File: config.mk
export PLATFORM = sky130hd
export DESIGN_NAME = intDxUnit
export DESIGN_NICKNAME = d
export VERILOG_FILES = /design/src/rtl/intDxPkg.sv /design/src/rtl/intDxControl.sv /design/src/rtl/intDxRegFile.sv /design/src/rtl/intDxDatapath.sv /design/src/rtl/intDxUnit.sv
export SDC_FILE = /design/constraint.sdc
export NUM_CORES = 2
export LEC_CHECK = 0
export CAP_MARGIN = 10
export CELL_PAD_IN_SITES_DETAIL_PLACEMENT = 1
export CELL_PAD_IN_SITES_GLOBAL_PLACEMENT = 2
export CORE_MARGIN = 2
export CORE_UTILIZATION = 51
export CTS_BUF_LIST = sky130_fd_sc_hd__clkbuf_2
export DETAILED_ROUTE_END_ITERATION = 16
export GPL_TIMING_DRIVEN = 0
export PLACE_DENSITY = 0.95
export SYNTH_ARGS = -nofsm -noshare
export SYNTH_HDL_FRONTEND = slang
export SYNTH_HIERARCHICAL = 1
export SYNTH_SLANG_ARGS = --single-unit
export TNS_END_PERCENT = 10
File: constraint.sdc
create_clock -name clk -period 11.4 [get_ports clk]
set_clock_uncertainty 0.05 [all_clocks]
set_input_delay 2.28 -clock clk [delete_from_list [all_inputs] [get_ports clk]]
set_output_delay 2.28 -clock clk [all_outputs]
set_load 0.05 [all_outputs]
File: src/rtl/intDxPkg.sv
package intDxPkg;
  localparam int INSTR_W  = 32;
  localparam int OPC_W    = 6;
  localparam int REGSEL_W = 5;
  localparam int FN_W     = 6;
  localparam int IMM_W    = 16;

  localparam logic [OPC_W-1:0] OPC_REG   = 6'd0;
  localparam logic [OPC_W-1:0] OPC_ADDI  = 6'd8;
  localparam logic [OPC_W-1:0] OPC_SLTI  = 6'd10;
  localparam logic [OPC_W-1:0] OPC_SLTIU = 6'd11;
  localparam logic [OPC_W-1:0] OPC_ORI   = 6'd13;
  localparam logic [OPC_W-1:0] OPC_LUI   = 6'd15;

  localparam logic [FN_W-1:0] FN_ADD  = 6'd32;
  localparam logic [FN_W-1:0] FN_SUB  = 6'd34;
  localparam logic [FN_W-1:0] FN_SLT  = 6'd42;
  localparam logic [FN_W-1:0] FN_SLTU = 6'd43;

  typedef enum logic [2:0] {
    ALU_ADD, ALU_SUB, ALU_SLT, ALU_SLTU, ALU_OR, ALU_PASSB
  } aluOpT;

  typedef enum logic [1:0] {
    IMM_SIGN, IMM_ZERO, IMM_UPPER
  } immKindT;

  typedef struct packed {
    logic    writeReq;
    logic    illegal;
    logic    useImm;
    logic    destIsRt;
    immKindT immKind;
    aluOpT   aluOp;
  } ctrlT;
endpackage

File: src/rtl/intDxControl.sv
module intDxControl
  import intDxPkg::*;
(
  input  logic                instrValid,
  input  logic [OPC_W-1:0]    opcode,
  input  logic [FN_W-1:0]     funct,
  input  logic [REGSEL_W-1:0] shamt,
  output ctrlT                ctrl
);
  logic  known;
  ctrlT  dec;

  always_comb begin
    dec       = '0;
    dec.aluOp = ALU_ADD;
    dec.immKind = IMM_SIGN;
    known     = 1'b1;
    unique case (opcode)
      OPC_REG: begin
        case (funct)
          FN_ADD:  dec.aluOp = ALU_ADD;
          FN_SUB:  dec.aluOp = ALU_SUB;
          FN_SLT:  dec.aluOp = ALU_SLT;
          FN_SLTU: dec.aluOp = ALU_SLTU;
          default: known = 1'b0;
        endcase
        if (shamt != '0) known = 1'b0;
      end
      OPC_ADDI:  begin dec.useImm = 1'b1; dec.destIsRt = 1'b1; dec.aluOp = ALU_ADD;  end
      OPC_SLTI:  begin dec.useImm = 1'b1; dec.destIsRt = 1'b1; dec.aluOp = ALU_SLT;  end
      OPC_SLTIU: begin dec.useImm = 1'b1; dec.destIsRt = 1'b1; dec.aluOp = ALU_SLTU; end
      OPC_ORI: begin
        dec.useImm = 1'b1; dec.destIsRt = 1'b1;
        dec.immKind = IMM_ZERO; dec.aluOp = ALU_OR;
      end
      OPC_LUI: begin
        dec.useImm = 1'b1; dec.destIsRt = 1'b1;
        dec.immKind = IMM_UPPER; dec.aluOp = ALU_PASSB;
      end
      default: known = 1'b0;
    endcase
    dec.illegal  = instrValid & ~known;
    dec.writeReq = instrValid & known;
  end

  assign ctrl = dec;
endmodule

File: src/rtl/intDxRegFile.sv
module intDxRegFile #(
  parameter int DATA_W    = 32,
  parameter int REG_COUNT = 32,
  localparam int ADDR_W   = $clog2(REG_COUNT)
) (
  input  logic              clk,
  input  logic              rstN,
  input  logic [ADDR_W-1:0] rdAddrA,
  input  logic [ADDR_W-1:0] rdAddrB,
  output logic [DATA_W-1:0] rdDataA,
  output logic [DATA_W-1:0] rdDataB,
  input  logic              wrEn,
  input  logic [ADDR_W-1:0] wrAddr,
  input  logic [DATA_W-1:0] wrData
);
  logic [DATA_W-1:0] regs [REG_COUNT];

  assign regs[0] = '0;

  for (genvar g = 1; g < REG_COUNT; g++) begin : gReg
    always_ff @(posedge clk or negedge rstN) begin
      if (!rstN)
        regs[g] <= '0;
      else if (wrEn && wrAddr == ADDR_W'(g))
        regs[g] <= wrData;
    end
  end

  assign rdDataA = regs[rdAddrA];
  assign rdDataB = regs[rdAddrB];
endmodule

File: src/rtl/intDxDatapath.sv
module intDxDatapath
  import intDxPkg::*;
#(
  parameter int DATA_W    = 32,
  parameter int REG_COUNT = 32,
  localparam int ADDR_W   = $clog2(REG_COUNT)
) (
  input  logic               clk,
  input  logic               rstN,
  input  logic [INSTR_W-1:0] instrWord,
  input  ctrlT               ctrl,
  output logic               wbEn,
  output logic [ADDR_W-1:0]  wbAddr,
  output logic [DATA_W-1:0]  wbData,
  output logic [DATA_W-1:0]  rsVal
);
  logic [ADDR_W-1:0] rsSel, rtSel, rdSel;
  logic [IMM_W-1:0]  imm;
  logic [DATA_W-1:0] rtVal, immExt, opB, aluOut;

  assign rsSel = instrWord[25:21];
  assign rtSel = instrWord[20:16];
  assign rdSel = instrWord[15:11];
  assign imm   = instrWord[IMM_W-1:0];

  intDxRegFile #(.DATA_W(DATA_W), .REG_COUNT(REG_COUNT)) i_rf (
    .clk     (clk),
    .rstN    (rstN),
    .rdAddrA (rsSel),
    .rdAddrB (rtSel),
    .rdDataA (rsVal),
    .rdDataB (rtVal),
    .wrEn    (wbEn),
    .wrAddr  (wbAddr),
    .wrData  (wbData)
  );

  always_comb begin
    unique case (ctrl.immKind)
      IMM_ZERO:  immExt = DATA_W'(imm);
      IMM_UPPER: immExt = {imm, {(DATA_W-IMM_W){1'b0}}};
      default:   immExt = {{(DATA_W-IMM_W){imm[IMM_W-1]}}, imm};
    endcase
  end

  assign opB = ctrl.useImm ? immExt : rtVal;

  always_comb begin
    unique case (ctrl.aluOp)
      ALU_SUB:   aluOut = rsVal - opB;
      ALU_SLT:   aluOut = DATA_W'($signed(rsVal) < $signed(opB));
      ALU_SLTU:  aluOut = DATA_W'(rsVal < opB);
      ALU_OR:    aluOut = rsVal | opB;
      ALU_PASSB: aluOut = opB;
      default:   aluOut = rsVal + opB;
    endcase
  end

  assign wbAddr = ctrl.destIsRt ? rtSel : rdSel;
  assign wbData = aluOut;
  assign wbEn   = ctrl.writeReq && (wbAddr != '0);
endmodule

File: src/rtl/intDxUnit.sv
module intDxUnit
  import intDxPkg::*;
#(
  parameter int DATA_W    = 32,
  parameter int REG_COUNT = 32,
  localparam int ADDR_W   = $clog2(REG_COUNT)
) (
  input  logic               clk,
  input  logic               rstN,
  input  logic               instrValid,
  input  logic [INSTR_W-1:0] instrWord,
  output logic               illegalInstr,
  output logic               wbEn,
  output logic [ADDR_W-1:0]  wbAddr,
  output logic [DATA_W-1:0]  wbData
);
  ctrlT              ctrl;
  logic [DATA_W-1:0] rsVal;

  intDxControl i_ctrl (
    .instrValid (instrValid),
    .opcode     (instrWord[31:26]),
    .funct      (instrWord[5:0]),
    .shamt      (instrWord[10:6]),
    .ctrl       (ctrl)
  );

  intDxDatapath #(.DATA_W(DATA_W), .REG_COUNT(REG_COUNT)) i_dp (
    .clk       (clk),
    .rstN      (rstN),
    .instrWord (instrWord),
    .ctrl      (ctrl),
    .wbEn      (wbEn),
    .wbAddr    (wbAddr),
    .wbData    (wbData),
    .rsVal     (rsVal)
  );

  assign illegalInstr = ctrl.illegal;
endmodule

Word level (Yosys, flattened, before mapping)
Cells that the tools add are included.

$lt $le $gt $ge: 4. Eq/ne operators: 47. Add/subtract/negate cells: 2. Bitwise gates (word level): 6. Multiplexer cells: 17. Reductions and logical operators: 37.

Operators with widths (number): $bmux W32 S5 (2); $mux W32 (5); $pmux W32 S5 (1); $eq A5 B5 Y1 const B (16); $lt A32 B32 Y1 (2); $pmux W32 S2 (1); $eq A5 B4 Y1 const B (8); $add A32 B32 Y32 (1); $logic_and A1 B1 Y1 (32); $or A32 B32 Y32 (1); $sub A32 B32 Y32 (1); $eq A6 B4 Y1 const B (5); $eq A6 B6 Y1 const B (4); $eq A5 B3 Y1 const B (4); $pmux W3 S5 (1); $ge A6 B6 Y1 const B (2); $not A5 Y6 (2); $eq A5 B2 Y1 const B (2); $reduce_bool A5 Y1 (2); $eq A3 B2 Y1 const B (2); $eq A3 B3 Y1 const B (2); $logic_not A6 Y1 (1); $pmux W2 S3 (1); $eq A5 B1 Y1 const B (1); 12 further kinds (14).

Logic and storage cells: 144. Flip-flop bits (word level): 992. Output and inout port bits: 39.

Depth between registers and ports, before layout
Depth after elaboration: 8. Mapped depth: 24. Mapped depth without buffers: 21.

Hierarchy
The synthesis kept the hierarchy.

By module, submodules not included: intDxRegFile (times used 1, cells an instance 3639, area an instance 53226.0 um^2); intDxDatapath (times used 1, cells an instance 832, area an instance 5368.9 um^2); intDxControl (times used 1, cells an instance 31, area an instance 177.7 um^2).

Worst setup path before layout
Ideal clock, no wire load.

Kind: input port to output port. From: input instrWord[31]. To: output wbData[26]. Cell stages on the path: 20. Slack: 1.326 ns. Buffers on the path: 3. Data arrival time: 7.744 ns. Cell sequence: or3b_1 > a211o_1 > inv_1 > buf_4 > clkinv_1 > clkbuf_1 > clkbuf_1 > a22oi_1 > inv_1 > ha_1 > fa_1 > o21bai_1 > a21oi_1 > o31ai_2 > a211oi_1 > o311ai_1 > a31oi_1 > o21a_1 > a22o_1 > a211oi_1.

RTL lines: start, declared (RTL line intDxUnit.sv:11) `input logic [INSTR_W-1:0] instrWord,`; end, declared (RTL line intDxUnit.sv:15) `output logic [DATA_W-1:0] wbData`.

Final worst setup path
From: input instrWord[20]. To: output wbData[17].

Cells in the longest elaborated chain, start to end: 7. Elaborated cells on any way between the ends: 9. Those cells by class: add/sub: 2; mux: 5; bitwise: 2.

Ends and longest elaborated chain: $not A5 Y6 (implied by the code) (*) (RTL line intDxRegFile.sv:30) `assign rdDataB = regs[rdAddrB];`; $bmux W32 S5 (*) (RTL line intDxRegFile.sv:30); $mux W32 (implied by the code) (*) (2 in a row) (RTL line intDxRegFile.sv:30); via i_dp.rtVal[6] (RTL line intDxDatapath.sv:19) `logic [DATA_W-1:0] rtVal, immExt, opB, aluOut;`; $mux W32 (*) (RTL line intDxDatapath.sv:46) `assign opB = ctrl.useImm ? immExt : rtVal;`; $add A32 B32 Y32 / $sub A32 B32 Y32 (equally long branches) (RTL line intDxDatapath.sv:55, intDxDatapath.sv:50); $pmux W32 S5 (*) (RTL line intDxDatapath.sv:49) `unique case (ctrl.aluOp)`.

Mark *: on every way through the listed nets, which the timed path passes. The rest lies on a longest branch. The select of a mux whose other input is x is not followed.

==> results_dict.tcl <==
set metrics [dict create \
    status "finished with violations" \
    failed_checks "negative setup slack" \
    synth_seq_cells 992 \
    die_width_um 343.5 \
    comb_power_share_pct 18.9 \
    crit_arrival_ns 9.37 \
    endpoint_kind "output pin" \
    gp_congestion 1.010 \
    crit_path_max_fanout 13 \
    grt_antenna_before_repair 12 \
    synth_xor_area_share_pct 0.1192 \
    avgSynthCellArea_um2 13.05 \
    tightest_slew_ns 1.452 \
    layout_setup_ws_ns -0.2991 \
    clkLatencyLatePin_ns 1.83 \
    rows 124 \
    grt_max_degree 121 \
    r2r-end "i_dp/i_rf/regs[977]$_DFFE_PN0P_" \
    ys_warn_count 6 \
    cp-startpoint "instrWord[20]" \
    fp.dieArea_um2 118000 \
    setup_viol 10 \
    yosys-top-cells-count "dfrtp_1 (992), mux2_2 (946), mux4_2 (384), clkbuf_1 (252), a22o_1 (198)" \
    grt_pass1_wl_um 335100 \
    p_clk_share_pct 31.6 \
    synth-simple-area-share_pct 3.436 \
    r2r_cells 18 \
    synthMuxAreaShare_pct 37.94 \
    rsz0062_at_grt "true" \
    largestRegisters "i_dp/i_rf/regs: 992 flops" \
    ant_nets 0 \
    grt_pass1_vias 48520 \
    finalHoldViolations 0 \
    wl_per_cell_um 35.30 \
    drv_cap 0 \
    synthCells 4502 \
    vdd_drop_max_uv 115.5 \
    root_buffer "clkbuf_2" \
    clock_path_buffers 3 \
    whs_ns 0.3509 \
    firstDrtPassIters 5 \
    drv_slew 0 \
    fin_nets 4975 \
    syn_to_final_growth_pct 9.706 \
    synthesis.area_um2 58770 \
    vias_per_cell 6.945 \
    criticalPathCategory "input port to output pin" \
    coreArea_um2 114300 \
    r2r_slack_ns 4.47 \
    synth_top_area_cell "dfrtp_1" \
    drc 0 \
    hold_path_class "input port to async pin" \
    yosysTopAreaCellShare_pct 42.24 \
    p_sw_share_pct 35.11 \
    wl_um 231700 \
    cts_buffers 239 \
    largest_reg_flops 992 \
    tritoncts "done" \
    synth.most_common_cell "dfrtp_1" \
    synth_nets 4637 \
    hpwl_um 176900 \
    slew_headroom_pct 3.213 \
    fmax_mhz 85.48 \
    regMostFlops "i_dp/i_rf/regs" \
    dp_worst_setup_slack_ns -2.323 \
    internal_power_uw 4869 \
    power_switching_uw 2634 \
    initial_core_util_pct 51.40 \
    cts-hold-fix-buffers 0 \
    seq_area_frac_synth_pct 42.24 \
    synth_area_leaders "dfrtp_1 (42%), mux2_2 (18%), mux4_2 (15%)" \
    cp.required_ns 9.07 \
    ys.flop_type "dfrtp_1" \
    clk_pin_slew_ns 0.13 \
    cts.sinks 992 \
    via_count 45580 \
    htreeDepth 4 \
    synth_edf_count 0 \
    die_y_um 343.5 \
    power.leakage_uw 0.03024 \
    portBuffers 71 \
    grt_overflow_total 0 \
    timing.rr.start "i_dp/i_rf/regs[70]$_DFFE_PN0P_" \
    grt_usage_pct 39.40 \
    ys_types 79 \
    synth_compound_area_share_pct 9.780 \
    synth-async-reset-ratio_pct 100.0 \
    layout-drive-gt1-share_pct 40.62 \
    ios 74 \
    synthAdderAreaFrac_pct 2.154 \
    seq_power_share_pct 49.5 \
    fin_crit_ns 11.70 \
    cp-start-kind "input port" \
    synth_top_family_by_area "multiplexers" \
    drt_iter0_drc 5418 \
    power_density_nw_per_um2 116.4 \
    period_share_pct 102.6 \
]
## what timing repair did
action / in CTS / in global routing
endpoints found under the setup margin: 29 / 23
gates resized for setup: 163 / 63
pin swaps: 4 / 1
setup buffers: 5 / 1
cloned: 0 / 0
## placed cells by master, fill, tap and decap left out, drive strengths merged, types with 19 or more instances in the layout
cell and instances:
nor2b 21, nand2 125, mux4 384, inv 117, a22o 198, diode 19, mux2 1063, a211oi 73
o31ai 74, and3 37, mux2i 168, clkbuf 586, o22ai 80, ha 98, nor2 116, o21ai 120
clkinv 97, and2 41, a21oi 85, clkdlybuf4s50 46, buf 233, a22oi 40, dfrtp 992
## routing by layer
metal | global-route usage (%) | vias up | share of wire [%]
met1 | 48.82 | 23750 | 37
met3 | 13.19 | 811 | 11
li1 | - | 18050 | -
met4 | 23.08 | 6 | 6.4
met2 | 60.29 | 2964 | 45
met5 | 0 | - | 0.013
## cell type report
cell class                 count  area (um^2)
tap                         1512         1892
multi-input combinational   2939        31880
buffer                       457         2215
inverter                     113        425.4
clock buffer                 329         1647
fill                       11520        49870
sequential                   992        24820
timing repair buffer          98         1075
antenna                       19        47.55
clock inverter               104        473.0
## logic make-up after synthesis
kind of cell	Yosys count
buffers and inverters	571
multiplexers	1615
AO/OA/AOI/OAI	797
flip-flops	992
adder cells (fa/ha/maj)	100
AND/OR/NAND/NOR	419
XOR/XNOR	8
## worst max path at each step
| stage | cells after the start | endpoint | slack [ns] |
|---|---|---|---|
| 2_1_floorplan | 20 | wbData[26] | 1.33 |
| 3_3_place_gp | 1 | i_dp/i_rf/regs[836]$_DFFE_PN0P_ | -36.75 |
| 3_5_place_dp | 20 | wbData[25] | -2.32 |
| 4_1_cts | 21 | wbData[31] | -0.06 |
| 5_1_grt | 20 | wbData[17] | -0.23 |
| 6_report | 17 | wbData[17] | -0.30 |
## through the flow
step / cell area, um^2 / setup TNS (ns) / power [uW] / instances / utilization [%]
final: 64480 / -0.9373 / 7503 / 6563 / 56.39
after global routing: 64450 / -1.109 / 7773 / 6554 / 56.37
after CTS: 64310 / -0.1557 / 7474 / 6543 / 56.24
after detailed placement: 61710 / -40.97 / 5107 / 6106 / 53.97
after global placement: 61380 / - / 5052 / 6085 / 53.68
after floorplan: 58770 / 0 / 4493 / 4502 / -
## critical path, cell delays in order
cell and delay [ns]:
clkdlybuf4s50_1 0.60, clkdlybuf4s15_1 0.93, clkbuf_1 0.69, o21ai_1 0.47, o31ai_1 0.32, a22oi_2 0.26, ha_1 0.57, nor2b_1 0.12
a311oi_1 0.32, a21oi_2 0.15, a41oi_2 0.34, o31ai_1 0.17, a221o_1 0.47, a2111oi_1 0.64, a2111oi_0 0.16, a211oi_1 0.41
clkdlybuf4s15_2 0.43
## power by group through the flow
| stage | sequential [uW] | combinational, uW | clock [uW] |
|---|---|---|---|
| 2_1_floorplan | 3740 | 757 | 0 |
| 3_3_place_gp | 3780 | 1270 | 0 |
| 3_5_place_dp | 3780 | 1330 | 0 |
| 4_1_cts | 3710 | 1360 | 2410 |
| 5_1_grt | 3720 | 1460 | 2580 |
| 6_report | 3710 | 1420 | 2370 |
Power figures use the tool's default switching activity.
